File: src/rtl/sidestream_lfsr.sv
module sidestream_lfsr #(
  parameter int W = 33,
  parameter int TAP_M = 13,
  parameter int TAP_S = 20,
  parameter logic [W-1:0] DFLT = 33'h1_2345_6789
) (
  input  logic         clk,
  input  logic         rst_n,
  input  logic         role_slave,
  input  logic         load,
  input  logic [W-1:0] seed,
  input  logic         step,
  output logic [W-1:0] state
);
  localparam int IM = TAP_M - 1;
  localparam int IS = TAP_S - 1;

  logic [W-1:0] st_q;
  logic [W-1:0] load_val;
  logic         fb;

  assign fb       = st_q[W-1] ^ (role_slave ? st_q[IS] : st_q[IM]);
  assign load_val = (seed == '0) ? DFLT : seed;
  assign state    = st_q;

  always_ff @(posedge clk or negedge rst_n) begin
    if (!rst_n)    st_q <= DFLT;
    else if (load) st_q <= load_val;
    else if (step) st_q <= {st_q[W-2:0], fb};
  end

  p_master_fb_r1: assert property (@(posedge clk) disable iff (!rst_n)
    (step && !load && !role_slave) |=> state[0] == ($past(state[IM]) ^ $past(state[W-1])));
  p_slave_fb_r2: assert property (@(posedge clk) disable iff (!rst_n)
    (step && !load && role_slave) |=> state[0] == ($past(state[IS]) ^ $past(state[W-1])));
  p_shift_r3: assert property (@(posedge clk) disable iff (!rst_n)
    (step && !load) |=> state[W-1:1] == $past(state[W-2:0]));
  p_load_r4: assert property (@(posedge clk) disable iff (!rst_n)
    (load && seed != '0) |=> state == $past(seed));
  p_zero_seed_r5: assert property (@(posedge clk) disable iff (!rst_n)
    (load && seed == '0) |=> state == DFLT);
  p_hold_r6: assert property (@(posedge clk) disable iff (!rst_n)
    (!load && !step) |=> $stable(state));
  p_nonzero_r9: assert property (@(posedge clk) disable iff (!rst_n)
    state != '0);
endmodule

File: config.mk
export PLATFORM = sky130hd
export DESIGN_NAME = sidestream_lfsr
export DESIGN_NICKNAME = d
export VERILOG_FILES = /design/src/rtl/sidestream_lfsr.sv
export SDC_FILE = /design/constraint.sdc
export NUM_CORES = 1
export LEC_CHECK = 0
export ABC_CLOCK_PERIOD_IN_PS = 1100
export BUFFER_PORTS_ARGS = -buffer_cell sky130_fd_sc_hd__buf_2
export CORE_MARGIN = 8
export CORE_UTILIZATION = 28
export CTS_CLUSTER_SIZE = 20
export DETAILED_ROUTE_END_ITERATION = 6
export PLACE_DENSITY_LB_ADDON = 0.15
export SETUP_SLACK_MARGIN = 0.02
export SLEW_MARGIN = 20
export SYNTH_ARGS = -nofsm -noshare
export SYNTH_HDL_FRONTEND = slang
export SYNTH_SLANG_ARGS = --single-unit
File: constraint.sdc
create_clock -name clk -period 1.1 [get_ports clk]
set_input_delay 0.055 -clock clk [delete_from_list [all_inputs] [get_ports clk]]
set_output_delay 0.055 -clock clk [all_outputs]
set_load 0.03 [all_outputs]
# Word-level counts from Yosys, hierarchy flattened

Cells that the tools add are included.

Magnitude comparators: 0
Equal/unequal tests: 0
Divide/modulo/power cells: 0
Shift operators: 0
Mux-type cells: 4
Add/subtract/negate cells: 0
Reductions and logical operators: 2
$mul: 0
Bitwise operators: 1

Operators with widths:

| operator           | number |
|---|---|
| 33-bit 2-to-1 mux  | 3 |
| 33-bit zero test   | 1 |
| 2-bit nonzero test | 1 |
| 1-bit 2-to-1 mux   | 1 |
| 1-bit bitwise XOR  | 1 |

Output and inout port bits: 33
Register bits after elaboration: 33
Bits in read-only memories: 0
Bits of input ports: 38
Bits in writable memories: 0
Latch bits: 0
Logic and storage cells: 8
Memories kept: 0

# Longest topological paths before layout

Depth in word-level cells: 4
Depth in mapped cells: 6
Gate-level depth less buffers: 4

# Least setup slack after synthesis

OpenSTA, ideal clock, no wires.

Path type: input-to-reg
Start point: input seed[21]
End point: register st_q[10], in the netlist state[10]
Library setup time: 0.077 ns
Required time: 1.023 ns
Data arrival time: 1.185 ns
Buffers on the path: 2
Stages on the path: 6
Setup slack: -0.162 ns
Cells stage by stage: nor4_1 > nand4_1 > or3_1 > buf_2 > buf_6 > a31oi_1

Word-level cells in the longest chain between the ends: 3

Ends and longest elaborated chain:

| item                 | line | text |
|---|---|---|
| start, declared      | 11   | `input logic [W-1:0] seed,` |
| 33-bit zero test     | 23   | `assign load_val = (seed == '0) ? DFLT : seed;` |
| 33-bit 2-to-1 mux    | 23   |  |
| 33-bit 2-to-1 mux    | 28   | `else if (load) st_q <= load_val;` |
| end signal, assigned | 28   |  |
| end signal, assigned | 29   | `else if (step) st_q <= {st_q[W-2:0], fb};` |
| end, declared        | 18   | `logic [W-1:0] st_q;` |

No other way between the ends.
A chain may end at the register's enable or synchronous reset.

# Worst setup path in the final report

Start point: input seed[16]
End point: register st_q[22], in the netlist state[22]

The elaborated chain is that of the path after synthesis.

==> flow_metrics.tcl <==
set metrics [dict create \
    run_status "finished with violations" \
    violations "negative hold slack, negative setup slack" \
    avgViaCountPerCell 4.658 \
    tightest_slew_ns 0.4163 \
    initial_utilization_pct 28.91 \
    hold_ws_ns -0.001224 \
    grt_max_degree 31 \
    hold_viol 1 \
    fp.dieH_um 93.96 \
    p_int_w 0.002403 \
    placed_area_mm2 0.002321 \
    die_area_mm2 0.008828 \
    syn_area_mm2 0.001702 \
    netSwitchingPower_w 0.001149 \
    ys_ff_latch 33 \
    ios 71 \
    port_buffers 70 \
    dp_hpwl_um 4048 \
    cts_buffers 5 \
    gr-total-overflow 0 \
    arrival_ns 1.35 \
    grt_pass1_vias 1676 \
    cts_max_level 2 \
    p_sw_share_pct 32.35 \
    dr.pass1.iters 4 \
    grt_pass1_wl_um 8500 \
    yosysUniqueCellTypes 22 \
    crit_cells 6 \
    grt_use_total_pct 12.45 \
    avgSynthCellArea_um2 9.724 \
    worstSetupPathType "in2reg" \
    fmax_mhz 869.7 \
    fin_skew_ns 0.004654 \
    crit_family "simple AND/OR/NAND/NOR gates" \
    critPathCaptureType "flip-flop" \
    drtIter0Drc 44 \
    seq_area_frac_synth_pct 49.63 \
    gp_congestion 0.7664 \
    fin_area_mm2 0.002745 \
    route.antenna.remaining_nets 0 \
    largest_reg_flops 33 \
    required_ns 1.30 \
    synth_fp_nets 213 \
    worstPathCellList "buf_8, nor4_4, nand4_1, or3_4, buf_6, a31oi_1" \
    pwr-share-seq_pct 42.1 \
    max_cap_viol_count 0 \
    fin_ws_ns -0.04989 \
    num_vias 1593 \
    rsz0062_at_grt "yes" \
    leakagePower_nw 1.260 \
    fin_crit_sh_pct 104.5 \
    worstReg2RegStart "state[12]" \
    drive_above_1_share_pct 48.69 \
    drc_errors 0 \
    reg2reg_depth 4 \
    comb_power_share_pct 29.6 \
    postCtsSetupBuffers 0 \
    critPathMaxFanout 6 \
    cellPowerDensity_mw_per_mm2 1294 \
    tritoncts "yes" \
    slowest_stage "or3_4" \
    r2r_end "state[0]" \
    vdd_drop_max_v 0.0005178 \
    crit_end "state[22]" \
    ctsRootBufferMaster "clkbuf_8" \
    min_from "seed[19]" \
    core_area_mm2 0.005886 \
    dieWidth_um 93.96 \
    rows 28 \
    finalSetupViolCount 11 \
    antenna_found_initial 0 \
    antenna_cells 0 \
    ys_warn_count 0 \
    layout_min_cycle_time_ns 1.150 \
    synthCells 175 \
    syn_to_final_growth_pct 61.32 \
    path_clk_slew_ns 0.07 \
    rrSetupSlack_ns 0.06 \
    wirelength_um 5383 \
    crit_path_start_kind "primary input" \
    cts_sinks 33 \
    crit_buf_inv 2 \
    max_stage_delay_ns 0.43 \
    maxSlewViolCount 0 \
    slew_headroom_pct 72.08 \
    final_nets 304 \
    wl_per_cell_um 15.74 \
    startpoint "seed[16]" \
    clock_power_share_pct 28.4 \
    min_path_type "in2reg" \
    worstSkewPairLatency_ns 0.28 \
    clockBufferDepth 2 \
    finalSetupTns_ns -0.1674 \
]
-- tightest hold or removal path, stage by stage --
cell     delay (ns)
buf_6          0.08
nand2_1        0.04
o21ai_0        0.07
-- cell type report --
cell class	instances	area, µm²
Clock buffer	7	96.34
Clock inverter	1	5.005
Fill cell	582	3141
Inverter	14	52.55
Multi-Input combinational cell	114	902.1
Sequential cell	33	844.6
Tap cell	75	93.84
Timing Repair Buffer	98	750.7
-- routing by layer --
metal | vias up | share of wire (%) | GRT usage, %
met1 | 739 | 43 | 14.76
li1 | 804 | - | -
met5 | - | 0 | 0
met2 | 46 | 48 | 19.37
met4 | 0 | 1.2 | 5.284
met3 | 4 | 8.2 | 5.116
-- logic make-up (layout without fill, tap and decap cells) --
logic type	after synthesis	in the layout	synth area share, %
flip-flops	33	33	49.63
AO/OA/AOI/OAI	47	47	17.13
multiplexers	20	20	11.76
AND/OR/NAND/NOR	46	46	14.04
XOR/XNOR	1	1	0.5148
buffers and inverters	28	120	6.912
-- how the worst min path moves through the flow --
stage                      endpoint  slack, ns  cells past startpoint
after floorplan           state[11]      -0.24                      0
after global placement    state[30]      -0.01                      1
after detailed placement  state[30]      -0.01                      1
after CTS                 state[31]      0.002                      3
after global routing      state[19]       0.01                      3
final                     state[19]     -0.001                      3
-- repair_timing --
action	in CTS	in global routing
cloned	0	0
endpoints found under the hold margin	25	2
hold buffers	4	2
pin swaps	13	5
resized for setup	34	33
endpoints found under the setup margin	26	26
-- power by group through the flow --
stage                     registers, W  logic [W]  clock network, W
after global routing           0.00152    0.00114           0.00109
after global placement         0.00151   0.000911                 0
after floorplan                0.00175   0.000273                 0
after CTS                      0.00149   0.000993           0.00104
final                          0.00149    0.00105           0.00101
after detailed placement       0.00151   0.000914                 0
-- metrics by stage --
stage | power (W) | std cells | setup WS (ns) | hold slack [ns] | util, %
2_1_floorplan | 0.002025 | 175 | -0.1194 | -0.2406 | -
4_1_cts | 0.003523 | 340 | -0.02630 | 0.002440 | 44.15
5_1_grt | 0.003742 | 342 | -0.1219 | 0.01434 | 46.64
3_5_place_dp | 0.002420 | 329 | -0.4579 | -0.01330 | 39.43
3_3_place_gp | 0.002417 | 329 | -0.4832 | -0.01346 | 39.43
6_report | 0.003553 | 342 | -0.04989 | -0.001224 | 46.64
-- layout by cell type, fill, tap and decap left out --
cell / instances
mux2i_1: 20
nor2b_1: 13
buf_8: 2
a2bb2oi_2: 1
dlygate4sd3_1: 6
or3_4: 1
o21ai_0: 18
nand2_1: 19
a31oi_4: 3
a31oi_1: 9
xor2_1: 1
buf_2: 45
o31a_1: 1
nor2_1: 3
buf_6: 16
buf_12: 3
clkbuf_8: 7
a21oi_2: 1
dfrtp_1: 18
nor4_4: 6
a31oi_2: 1
inv_1: 14
a211oi_1: 13
clkinv_2: 1
dfstp_2: 15
buf_4: 26
nor4_2: 2
nand4_1: 2
-- synth_stat cells, drive strengths merged --
cell type,count,area share [%]
xor2,1,0.51
a211oi,13,5.7
or3,1,0.37
buf,6,2.1
nand2,19,4.2
a31oi,13,4.8
a2bb2oi,1,0.51
a21oi,1,0.29
nor4,8,3.3
dfrtp,18,26
mux2i,20,12
o31a,1,0.51
nor2b,13,4.8
clkbuf,8,1.8
o21ai,18,5.3
inv,14,3.1
nand4,2,0.74
nor2,3,0.66
dfstp,15,23
(Power assumes the default switching activity.)
